<file path="src/rtl/gpio_adc_share_pkg.sv">
package gpio_adc_share_pkg;

  typedef enum logic [1:0] {
    REG_DATA_B = 2'd0,
    REG_DATA_D = 2'd1,
    REG_DIR_B  = 2'd2,
    REG_DIR_D  = 2'd3
  } regSel_e;

  typedef struct packed {
    logic    wrDataB;
    logic    wrDataD;
    logic    wrDirB;
    logic    wrDirD;
    regSel_e rdSel;
  } portStrobe_t;

endpackage

</file>
<file path="src/rtl/gpio_adc_share_ctrl.sv">
module gpio_adc_share_ctrl
  import gpio_adc_share_pkg::*;
#(
  parameter int PORT_B_W = 8,
  parameter int PORT_D_W = 7,
  parameter int SEL_W    = 5,
  localparam int NUM_PINS = PORT_B_W + PORT_D_W,
  localparam int IDX_W    = $clog2(NUM_PINS)
) (
  input  logic                clk,
  input  logic                rstN,
  input  logic                busWe,
  input  logic [1:0]          busAddr,
  input  logic [SEL_W-1:0]    chanSel,
  output portStrobe_t         strobe,
  output logic [NUM_PINS-1:0] claimMask,
  output logic                claimValid,
  output logic [IDX_W-1:0]    claimIdx
);

  regSel_e addrSel;
  logic    claimHit;

  assign addrSel = regSel_e'(busAddr);

  always_comb begin
    strobe         = '0;
    strobe.rdSel   = addrSel;
    strobe.wrDataB = busWe && (addrSel == REG_DATA_B);
    strobe.wrDataD = busWe && (addrSel == REG_DATA_D);
    strobe.wrDirB  = busWe && (addrSel == REG_DIR_B);
    strobe.wrDirD  = busWe && (addrSel == REG_DIR_D);
  end

  assign claimHit = (chanSel < SEL_W'(NUM_PINS));

  for (genvar gi = 0; gi < NUM_PINS; gi++) begin : g_claim
    assign claimMask[gi] = claimHit && (chanSel == SEL_W'(gi));
  end

  assign claimValid = |claimMask;
  assign claimIdx   = claimHit ? chanSel[IDX_W-1:0] : '0;

  // a code past the last pin never raises a claim
  a_r8_no_claim_high: assert property (@(posedge clk) disable iff (!rstN)
    (chanSel >= SEL_W'(NUM_PINS)) |-> (!claimValid && claimMask == '0));

  // at most one write strobe per cycle
  a_r2_one_strobe: assert property (@(posedge clk) disable iff (!rstN)
    $onehot0({strobe.wrDataB, strobe.wrDataD, strobe.wrDirB, strobe.wrDirD}));

endmodule

</file>
<file path="src/rtl/gpio_adc_share_dp.sv">
module gpio_adc_share_dp
  import gpio_adc_share_pkg::*;
#(
  parameter int PORT_B_W    = 8,
  parameter int PORT_D_W    = 7,
  parameter int DATA_W      = 8,
  parameter int SYNC_STAGES = 2,
  localparam int NUM_PINS = PORT_B_W + PORT_D_W
) (
  input  logic                clk,
  input  logic                rstN,
  input  portStrobe_t         strobe,
  input  logic [DATA_W-1:0]   busWrData,
  output logic [DATA_W-1:0]   busRdData,
  input  logic [NUM_PINS-1:0] claimMask,
  input  logic [NUM_PINS-1:0] pinIn,
  output logic [NUM_PINS-1:0] pinOut,
  output logic [NUM_PINS-1:0] pinOutEn,
  output logic                adcLevel
);

  logic [PORT_B_W-1:0] latB, dirB;
  logic [PORT_D_W-1:0] latD, dirD;
  logic [NUM_PINS-1:0] latAll, dirAll;
  logic [NUM_PINS-1:0] syncQ [SYNC_STAGES];
  logic [NUM_PINS-1:0] pinLevel;
  logic [NUM_PINS-1:0] readBit;

  always_ff @(posedge clk or negedge rstN) begin
    if (!rstN) begin
      latB <= '0;
      latD <= '0;
      dirB <= '0;
      dirD <= '0;
    end else begin
      if (strobe.wrDataB) latB <= busWrData[PORT_B_W-1:0];
      if (strobe.wrDataD) latD <= busWrData[PORT_D_W-1:0];
      if (strobe.wrDirB)  dirB <= busWrData[PORT_B_W-1:0];
      if (strobe.wrDirD)  dirD <= busWrData[PORT_D_W-1:0];
    end
  end

  for (genvar gs = 0; gs < SYNC_STAGES; gs++) begin : g_sync
    always_ff @(posedge clk or negedge rstN) begin
      if (!rstN) syncQ[gs] <= '0;
      else if (gs == 0) syncQ[gs] <= pinIn;
      else syncQ[gs] <= syncQ[(gs == 0) ? 0 : gs-1];
    end
  end

  assign pinLevel = syncQ[SYNC_STAGES-1];
  assign latAll   = {latD, latB};
  assign dirAll   = {dirD, dirB};

  for (genvar gp = 0; gp < NUM_PINS; gp++) begin : g_pin
    assign pinOutEn[gp] = dirAll[gp] & ~claimMask[gp];
    assign pinOut[gp]   = latAll[gp] & ~claimMask[gp];
    assign readBit[gp]  = dirAll[gp] ? latAll[gp]
                                     : (claimMask[gp] ? 1'b0 : pinLevel[gp]);
  end

  assign adcLevel = |(pinLevel & claimMask);

  always_comb begin
    unique case (strobe.rdSel)
      REG_DATA_B: busRdData = DATA_W'(readBit[PORT_B_W-1:0]);
      REG_DATA_D: busRdData = DATA_W'(readBit[NUM_PINS-1:PORT_B_W]);
      REG_DIR_B:  busRdData = DATA_W'(dirB);
      default:    busRdData = DATA_W'(dirD);
    endcase
  end

  // latch only changes on its own write strobe, claimed or not
  a_r7_latch_hold: assert property (@(posedge clk) disable iff (!rstN)
    !strobe.wrDataB |=> $stable(latB));

  a_r7_dir_hold: assert property (@(posedge clk) disable iff (!rstN)
    !strobe.wrDirD |=> $stable(dirD));

endmodule

</file>
<file path="src/rtl/gpio_adc_share.sv">
module gpio_adc_share
  import gpio_adc_share_pkg::*;
#(
  parameter int PORT_B_W    = 8,
  parameter int PORT_D_W    = 7,
  parameter int DATA_W      = 8,
  parameter int SEL_W       = 5,
  parameter int SYNC_STAGES = 2,
  localparam int NUM_PINS = PORT_B_W + PORT_D_W,
  localparam int IDX_W    = $clog2(NUM_PINS)
) (
  input  logic                clk,
  input  logic                rstN,
  input  logic                busWe,
  input  logic [1:0]          busAddr,
  input  logic [DATA_W-1:0]   busWrData,
  output logic [DATA_W-1:0]   busRdData,
  input  logic [SEL_W-1:0]    chanSel,
  input  logic [NUM_PINS-1:0] pinIn,
  output logic [NUM_PINS-1:0] pinOut,
  output logic [NUM_PINS-1:0] pinOutEn,
  output logic                claimValid,
  output logic [IDX_W-1:0]    claimIdx,
  output logic                adcLevel
);

  portStrobe_t         strobe;
  logic [NUM_PINS-1:0] claimMask;

  gpio_adc_share_ctrl #(
    .PORT_B_W(PORT_B_W), .PORT_D_W(PORT_D_W), .SEL_W(SEL_W)
  ) u_ctrl (
    .clk(clk), .rstN(rstN), .busWe(busWe), .busAddr(busAddr),
    .chanSel(chanSel), .strobe(strobe), .claimMask(claimMask),
    .claimValid(claimValid), .claimIdx(claimIdx)
  );

  gpio_adc_share_dp #(
    .PORT_B_W(PORT_B_W), .PORT_D_W(PORT_D_W), .DATA_W(DATA_W),
    .SYNC_STAGES(SYNC_STAGES)
  ) u_dp (
    .clk(clk), .rstN(rstN), .strobe(strobe), .busWrData(busWrData),
    .busRdData(busRdData), .claimMask(claimMask), .pinIn(pinIn),
    .pinOut(pinOut), .pinOutEn(pinOutEn), .adcLevel(adcLevel)
  );

  // the claimed pin is never driven
  a_r5_claim_hiz: assert property (@(posedge clk) disable iff (!rstN)
    claimValid |-> (!pinOutEn[claimIdx] && !pinOut[claimIdx]));

  // the reported index follows the channel code
  a_r9_idx_match: assert property (@(posedge clk) disable iff (!rstN)
    claimValid |-> (SEL_W'(claimIdx) == chanSel));

  // unused top bits of the port D window read as 0
  a_r2_dpad: assert property (@(posedge clk) disable iff (!rstN)
    busAddr[0] |-> (busRdData[DATA_W-1:PORT_D_W] == '0));

endmodule

</file>
<file path="config.mk">
export PLATFORM = sky130hd
export DESIGN_NAME = gpio_adc_share
export DESIGN_NICKNAME = d
export VERILOG_FILES = /design/src/rtl/gpio_adc_share_pkg.sv /design/src/rtl/gpio_adc_share_ctrl.sv /design/src/rtl/gpio_adc_share_dp.sv /design/src/rtl/gpio_adc_share.sv
export SDC_FILE = /design/constraint.sdc
export NUM_CORES = 1
export LEC_CHECK = 0
export ABC_CLOCK_PERIOD_IN_PS = 1400
export BUFFER_PORTS_ARGS = -buffer_cell sky130_fd_sc_hd__buf_2
export CAP_MARGIN = 20
export CORE_MARGIN = 1.5
export CORE_UTILIZATION = 45
export DETAILED_ROUTE_END_ITERATION = 10
export GPL_TIMING_DRIVEN = 0
export PLACE_DENSITY = 0.84
export SLEW_MARGIN = 10
export SYNTH_ARGS = -nofsm -noshare
export SYNTH_HDL_FRONTEND = slang
export SYNTH_HIERARCHICAL = 1
export SYNTH_SLANG_ARGS = --single-unit
</file>
<file path="constraint.sdc">
create_clock -name clk -period 1.4 [get_ports clk]
set_input_delay 0.14 -clock clk [delete_from_list [all_inputs] [get_ports clk]]
set_output_delay 0.14 -clock clk [all_outputs]
set_load 0.05 [all_outputs]
</file>
==> implementation parameters, run 1 <==
Parameter                              Value

STA
  Final Max Slew Viols ... 0
  Achievable clock frequency ... 559 MHz
  Fin crit share ... 1.28
  Setup repair after global routing missed its margin ... yes
  Count of final setup violators ... 10
  Final hold viol count ... 0
  Transition time of the tightest slew-check pin ... 0.711 ns
  Clock skew after layout ... 0.00871 ns
  Setup ws final ... -0.389 ns
  Tmin final ... 1.79 ns
  Max_slew headroom ... 0.526
  Worst Hold Slack ... 0.0568 ns

Placed design
  Post-placement cell count ... 386
  Placed wire-length estimate after detailed placement ... 4.94 mm
  Count of buffers from port buffering ... 74
  Placement-stage cell area ... 3370 um^2
  GPL Wtd Cong ... 0.893

Clock tree
  Clock sinks ... 60
  Maximum number of buffers from clock root to sink ... 2
  CTS root buf ... sky130_fd_sc_hd__clkbuf_8
  Inserted Clock Buffers ... 9
  Worst-skew pair later-pin latency ... 0.34 ns
  TritonCTS clock tree ... yes
  Clock transition time at the flip-flop clock pins of the worst setup and hold paths ... 0.07 ns
  Number of levels in the clock H-tree ... 3

Yosys
  Post-synthesis average cell area ... 11.8 um^2
  Register area share after synthesis ... 0.541
  Post-Syn Instances ... 236
  Number of library cell types mapped by synthesis ... 36
  Most area-hungry cell type in the Yosys netlist ... sky130_fd_sc_hd__dfrtp_1
  Post-synthesis net count ... 269
  Post-synth design cell area ... 2780 um^2
  Top-area cell type share of the netlist area ... 0.541
  Yosys reg bits ... 60
  YS warnings ... 6
  Cell types with the largest area share after synthesis ... sky130_fd_sc_hd__dfrtp_1 (54%), sky130_fd_sc_hd__mux2_2 (12%), sky130_fd_sc_hd__nor2b_1 (7.4%)

Final layout
  Ant diodes ... 0
  Final standard cell area without fillers ... 4020 um^2
  Total area of multi-input combinational cells ... 1390 um^2
  Fill cell count ... 440
  Net count reported at finish ... 379
  Final core utilization ... 0.675
  Final Instance Count excl. Fillers ... 426
  Register area ... 1500 um^2
  Share of cells above drive strength 1 ... 0.516
  Layout Area Growth over Synthesis ... 44.6%

Setup path
  R2r worst-path depth ... 3
  Launch point of the critical path ... u_dp/dirB[4]
  Startpoint types ... flip-flop
  Worst Setup Path Type ... reg2out
  Reg-to-reg endpoint ... u_dp/dirB[7]
  Capture point of the worst path ... busRdData[4]
  Data arrival at the endpoint of the critical path ... 1.65 ns
  Kind of end point of the critical path ... output pin
  Max FO, Critical Path ... 3
  Flop2flop setup slack ... 0.39 ns
  Required time at the endpoint of the critical path ... 1.26 ns
  Worst r2r src ... u_dp/dirB[7]

GRT
  Largest net degree at the start of global routing ... 33
  Global-route wire length before repair ... 11.1 mm
  Total grt overflow ... 0
  Antenna violations before repair ... 0
  GRT Resource Usage Total ... 0.234
  Vias in the first global route ... 2265

Floorplan
  Area of the placeable core ... 5960 um^2
  Horizontal extent of the die ... 81.6 um
  Overall die area ... 6650 um^2
  # rows ... 28
  Number of ports placed on the die boundary ... 77
  Initial standard-cell utilization of the core ... 0.466
  Die span in y ... 81.6 um

Route
  Residual DRC ... 0
  Routed Wire Length ... 7.15 mm
  Wire length per cell ... 16.8 um
  Via Count ... 2308
  DR vias/cell ... 5.42
  Antenna violation net count after detailed routing ... 0
  Number of violations reported at the end of detailed-routing iteration 0 ... 210
  Number of optimization iterations in the first detailed-route pass ... 5

Pwr
  Switching component of the power ... 2.11 mW
  Overall Power ... 5.62 mW
  Combinational share of power ... 0.366
  Power per standard cell area ... 1400 nW/um^2
  Share of total power consumed by net switching ... 0.375
  Worst ir drop on vdd ... 0.000769 V
  Power share of the sequential group ... 0.374
  Internal portion of total power ... 3.51 mW
  Clock network fraction of design power ... 0.260
  Leakage power of the design ... 1.77 nW

Outcome
  Failing checks ... setup timing
  Outcome ... finished, violations left

Run
  Count of max-cap constraint violations ... 0

Min path
  Hold crit path type ... in2reg
power groups by stage:
stage                     clock (mW)  combinational [mW]  sequential, mW
after global placement             0                1.76            2.12
final                           1.46                2.05            2.10
after floorplan                    0                1.40            2.08
after global routing            1.57                2.16            2.13
after detailed placement           0                1.79            2.13
after CTS                       1.49                1.98            2.10
cells in the final DEF (no fill, tap or decap), types with 8 or more instances in the layout:
cell                            instances
sky130_fd_sc_hd__o21ai_0                8
sky130_fd_sc_hd__dlygate4sd3_1         16
sky130_fd_sc_hd__buf_4                 11
sky130_fd_sc_hd__clkbuf_8               9
sky130_fd_sc_hd__nor2b_1               26
sky130_fd_sc_hd__mux2_2                30
sky130_fd_sc_hd__buf_6                  9
sky130_fd_sc_hd__dfrtp_1               60
sky130_fd_sc_hd__nand2b_1               9
sky130_fd_sc_hd__inv_1                  8
sky130_fd_sc_hd__buf_2                 61
cells by family after synthesis:
kind of cell | synth area share
AOI/OAI and AO/OA | 0.108
buffers and inverters | 0.0419
DFF | 0.541
muxes | 0.122
and+or+nand+nor | 0.188
metal layers:
layer,GRT usage,part of all wire,vias up
met1,0.295,0.42,1117
met3,0.0711,0.078,15
met4,0.103,0.019,0
met5,0,0,-
li1,-,-,1067
met2,0.371,0.49,109
worst min path at each step:
stage                 start              to  slack (ns)  cells after the start
4_1_cts        busWrData[7]    u_dp/latB[7]        0.05                      2
5_1_grt        busWrData[7]    u_dp/dirB[7]        0.05                      2
2_1_floorplan          rstN    u_dp/dirB[0]       -0.16                      0
3_3_place_gp       pinIn[5]  u_dp/syncQ[20]        0.25                      1
6_report       busWrData[7]    u_dp/latB[7]        0.06                      2
3_5_place_dp           rstN  u_dp/syncQ[24]        0.24                      1
final cells by class:
cell class / instances / share of cell area
sequential: 60 / 0.374
multi-input combinational: 154 / 0.345
timing repair buffer: 100 / 0.177
clock buffer: 11 / 0.0327
buffer: 12 / 0.0258
tap: 75 / 0.0234
clock inverter: 5 / 0.0131
inverter: 9 / 0.00934
synthesized netlist by cell type:
cell / number
sky130_fd_sc_hd__inv_1: 9
sky130_fd_sc_hd__o32ai_1: 3
sky130_fd_sc_hd__mux2_2: 30
sky130_fd_sc_hd__o22ai_1: 3
sky130_fd_sc_hd__a311oi_1: 5
sky130_fd_sc_hd__clkbuf_1: 5
sky130_fd_sc_hd__nor3b_1: 4
sky130_fd_sc_hd__dfrtp_1: 60
sky130_fd_sc_hd__and3b_1: 1
sky130_fd_sc_hd__o21ai_0: 8
sky130_fd_sc_hd__nand3b_1: 1
sky130_fd_sc_hd__nand4_1: 1
sky130_fd_sc_hd__a22oi_1: 4
sky130_fd_sc_hd__o41ai_1: 3
sky130_fd_sc_hd__nor3_1: 4
sky130_fd_sc_hd__or3_4: 1
sky130_fd_sc_hd__a21oi_1: 4
sky130_fd_sc_hd__and3_1: 2
sky130_fd_sc_hd__o21a_1: 1
sky130_fd_sc_hd__buf_4: 2
sky130_fd_sc_hd__or4b_1: 5
sky130_fd_sc_hd__nor2b_1: 33
sky130_fd_sc_hd__a222oi_1: 1
sky130_fd_sc_hd__a31oi_1: 1
sky130_fd_sc_hd__or3b_4: 2
sky130_fd_sc_hd__a41oi_1: 1
sky130_fd_sc_hd__buf_2: 3
sky130_fd_sc_hd__a22o_1: 1
sky130_fd_sc_hd__nor3_2: 3
sky130_fd_sc_hd__nand2b_1: 9
sky130_fd_sc_hd__a21o_1: 3
sky130_fd_sc_hd__a211oi_1: 3
sky130_fd_sc_hd__nand2_1: 3
sky130_fd_sc_hd__nor2_1: 13
sky130_fd_sc_hd__buf_6: 3
sky130_fd_sc_hd__a221oi_1: 1
state kept, by name, indices dropped and copies added, names as in the netlist:
signal	count
u_dp/pinLevel	15
u_dp/dirB	8
u_dp/latD	7
u_dp/dirD	7
u_dp/latB	8
u_dp/syncQ	15
stage by stage:
step           setup TNS [ns]  worst slack (ns)
3_3_place_gp            -4.18            -0.468
2_1_floorplan           -2.33            -0.381
6_report                -2.94            -0.389
5_1_grt                 -3.46            -0.442
3_5_place_dp            -4.98            -0.522
4_1_cts                 -2.82            -0.394
repair_timing:
item	4_1_cts	5_1_grt
endpoints found under the hold margin	46	0
pin swaps	6	5
endpoints found under the setup margin	27	17
hold buffers	16	0
gates resized for setup	48	19
setup buffers	6	4
worst max-delay path, stage by stage, from the launching register on:
cell                      delay (ns)
sky130_fd_sc_hd__dfrtp_1        0.40
sky130_fd_sc_hd__or4b_1         0.47
sky130_fd_sc_hd__a21oi_1        0.15
sky130_fd_sc_hd__a21o_2         0.14
sky130_fd_sc_hd__buf_8          0.15
(Power assumes the default switching activity.)
==> run 2, diff against run 1 <==
--- a/config.mk
+++ b/config.mk
@@ -9,10 +9,10 @@
 export BUFFER_PORTS_ARGS = -buffer_cell sky130_fd_sc_hd__buf_2
 export CAP_MARGIN = 20
 export CORE_MARGIN = 1.5
-export CORE_UTILIZATION = 45
+export CORE_UTILIZATION = 25
 export DETAILED_ROUTE_END_ITERATION = 10
 export GPL_TIMING_DRIVEN = 0
-export PLACE_DENSITY = 0.84
+export PLACE_DENSITY = 0.57
 export SLEW_MARGIN = 10
 export SYNTH_ARGS = -nofsm -noshare
 export SYNTH_HDL_FRONTEND = slang
==> run 2 against run 1 <==
The run still ends with setup timing left. Sequential share of layout area fell by 1.3 points. Maximum frequency fell by 0.21%. Global-route usage shrank 9.5 points. Routed wire length rose by 7.6%. Sequential cell count unchanged. Largest cell class unchanged. Largest power group unchanged. Highest routed layer unchanged.
==> implementation parameters, run 2 (synthesized netlist as in run 1, its figures left out) <==
Parameter                              Value

Run
  Count of max-cap constraint violations ... 0 (unchanged)

Pwr
  Leakage power of the design ... 1.81 nW (was 1.77 nW)
  Worst ir drop on vdd ... 0.000531 V (was 0.000769 V)
  Power per standard cell area ... 1320 nW/um^2 (was 1400 nW/um^2)
  Overall Power ... 5.50 mW (was 5.62 mW)

Floorplan
  Horizontal extent of the die ... 108 um (was 81.6 um)
  Overall die area ... 11800 um^2 (was 6650 um^2)
  Initial standard-cell utilization of the core ... 0.256 (was 0.466)
  Die span in y ... 108 um (was 81.6 um)
  Area of the placeable core ... 10800 um^2 (was 5960 um^2)
  # rows ... 38 (was 28)
  Number of ports placed on the die boundary ... 77 (unchanged)

Setup path
  Worst Setup Path Type ... reg2out (unchanged)
  Max FO, Critical Path ... 2 (was 3)
  Flop2flop setup slack ... 0.51 ns (was 0.39 ns)
  Data arrival at the endpoint of the critical path ... 1.65 ns (about the same)
  Required time at the endpoint of the critical path ... 1.26 ns (about the same)
  Kind of end point of the critical path ... output pin (unchanged)
  Startpoint types ... flip-flop (unchanged)

Clock tree
  Clock sinks ... 60 (unchanged)
  Inserted Clock Buffers ... 9 (unchanged)
  Maximum number of buffers from clock root to sink ... 2 (unchanged)
  TritonCTS clock tree ... yes (unchanged)
  CTS root buf ... sky130_fd_sc_hd__clkbuf_8 (unchanged)
  Number of levels in the clock H-tree ... 3 (unchanged)
  Worst-skew pair later-pin latency ... 0.33 ns (was 0.34 ns)
  Clock transition time at the flip-flop clock pins of the worst setup and hold paths ... 0.07 ns (about the same)

STA
  Fin crit share ... 1.28 (about the same)
  Setup repair after global routing missed its margin ... yes (unchanged)
  Final Max Slew Viols ... 0 (unchanged)
  Final hold viol count ... 0 (unchanged)
  Tmin final ... 1.79 ns (about the same)
  Accumulated negative setup slack ... -2.97 ns (was -2.94 ns)
  Transition time of the tightest slew-check pin ... 0.763 ns (was 0.711 ns)
  Max_slew headroom ... 0.492 (was 0.526)
  Achievable clock frequency ... 558 MHz (was 559 MHz)
  Clock skew after layout ... 0.00305 ns (was 0.00871 ns)
  Count of final setup violators ... 14 (was 10)
  Setup ws final ... -0.393 ns (was -0.389 ns)

Final layout
  Most common cell after layout, fill and taps aside ... sky130_fd_sc_hd__dfrtp_1 (was sky130_fd_sc_hd__buf_2)
  Net count reported at finish ... 379 (unchanged)
  Layout Area Growth over Synthesis ... 49.7% (was 44.6%)
  Ant diodes ... 0 (unchanged)
  Most frequent cells in the layout ... sky130_fd_sc_hd__dfrtp_1 (60), sky130_fd_sc_hd__buf_2 (57), sky130_fd_sc_hd__mux2_2 (30), sky130_fd_sc_hd__nor2b_1 (21), sky130_fd_sc_hd__dlygate4sd3_1 (16) (was sky130_fd_sc_hd__buf_2 (61), sky130_fd_sc_hd__dfrtp_1 (60), sky130_fd_sc_hd__mux2_2 (30), sky130_fd_sc_hd__nor2b_1 (26), sky130_fd_sc_hd__dlygate4sd3_1 (16))
  Final core utilization ... 0.384 (was 0.675)
  Share of cells above drive strength 1 ... 0.533 (was 0.516)

GRT
  Global-route wire length before repair ... 12.0 mm (was 11.1 mm)
  Vias in the first global route ... 2334 (was 2265)
  Total grt overflow ... 0 (unchanged)
  GRT Resource Usage Total ... 0.139 (was 0.234)
  Largest net degree at the start of global routing ... 61 (was 33)
  Antenna violations before repair ... 0 (unchanged)

Route
  Number of violations reported at the end of detailed-routing iteration 0 ... 67 (was 210)
  Number of optimization iterations in the first detailed-route pass ... 4 (was 5)
  DR vias/cell ... 4.55 (was 5.42)
  Via Count ... 2234 (was 2308)
  Wire length per cell ... 15.7 um (was 16.8 um)
  Routed Wire Length ... 7.69 mm (was 7.15 mm)
  Antenna violation net count after detailed routing ... 0 (unchanged)
  Residual DRC ... 0 (unchanged)

Min path
  Hold crit path type ... in2reg (unchanged)

Placed design
  Setup slack after placement ... -0.576 ns (was -0.522 ns)
  Count of buffers from port buffering ... 74 (unchanged)
  Placed wire-length estimate after detailed placement ... 5.66 mm (was 4.94 mm)
  GPL Wtd Cong ... 0.821 (was 0.893)

Outcome
  Outcome ... finished, violations left (unchanged)
  Failing checks ... setup timing (unchanged)
[run 2: cell types whose count changed in the layout (fill, tap and decap cells not counted), moves of 3 or more]
cell	previous run	this run
sky130_fd_sc_hd__buf_2	61	57
sky130_fd_sc_hd__nor2b_1	26	21
sky130_fd_sc_hd__nor3_1	3	0
sky130_fd_sc_hd__buf_6	9	14
sky130_fd_sc_hd__nor2b_2	6	10
[run 2: layout make-up]
| cell class | count | area (um^2) |
|---|---|---|
| Fill cell | 1077 | 6680 |
| Sequential cell | 60 | 1500 |
| Multi-Input combinational cell | 154 | 1440 |
| Timing Repair Buffer | 100 | 732 |
| Tap cell | 140 | 175 |
| Clock buffer | 11 | 141 |
| Buffer | 12 | 109 |
| Inverter | 9 | 33.8 |
| Clock inverter | 5 | 27.5 |
[run 2: per-layer routing]
layer | global-route usage | routed length (um) | up-vias
li1 | - | - | 1064
met5 | 0 | 0 | -
met1 | 0.173 | 3380 | 1086
met2 | 0.223 | 3670 | 62
met4 | 0.0583 | 230 | 0
met3 | 0.0416 | 409 | 22
[run 2: worst paths after layout]
path / endpoint / cells after the start / from
min in group asynchronous: u_dp/latD[2] / 2 / rstN
max in group asynchronous: u_dp/latD[0] / 2 / rstN
hold reg to reg: u_dp/pinLevel[0] / 0 / u_dp/syncQ[15]
setup / recovery: busRdData[4] / 4 / u_dp/dirB[4]
setup reg to reg: u_dp/dirB[0] / 2 / u_dp/dirB[0]
hold / removal: u_dp/dirB[7] / 2 / busWrData[7]
[run 2: metrics by stage]
step / hold slack (ns) / instance area, um^2 / instances
5_1_grt: 0.0633 / 4160 / 491
4_1_cts: 0.0683 / 4010 / 489
6_report: 0.0829 / 4160 / 491
3_5_place_dp: 0.249 / 3440 / 450
3_3_place_gp: 0.249 / 3430 / 450
2_1_floorplan: -0.156 / 2890 / 236
[run 2: power by group]
part           leakage [nW]  switching (mW)  total [mW]  internal [mW]
registers             0.705           0.158        2.10           1.94
logic                  1.01            1.31        2.08          0.763
clock network        0.0889           0.648        1.33          0.677
total                  1.81            2.12        5.50           3.38
[run 2: timing repair]
action | CTS | global route
setup buffers | 7 | 5
endpoints found under the hold margin | 75 | 0
setup endpoints to repair | 28 | 20
pin swaps | 7 | 13
hold buffers | 16 | 0
gates resized for setup | 54 | 34
[run 2: worst max-delay path: stages (launching register included)]
cell	delay, ns
sky130_fd_sc_hd__dfrtp_1	0.37
sky130_fd_sc_hd__or4b_1	0.52
sky130_fd_sc_hd__a21oi_2	0.15
sky130_fd_sc_hd__a21o_2	0.14
sky130_fd_sc_hd__buf_8	0.15
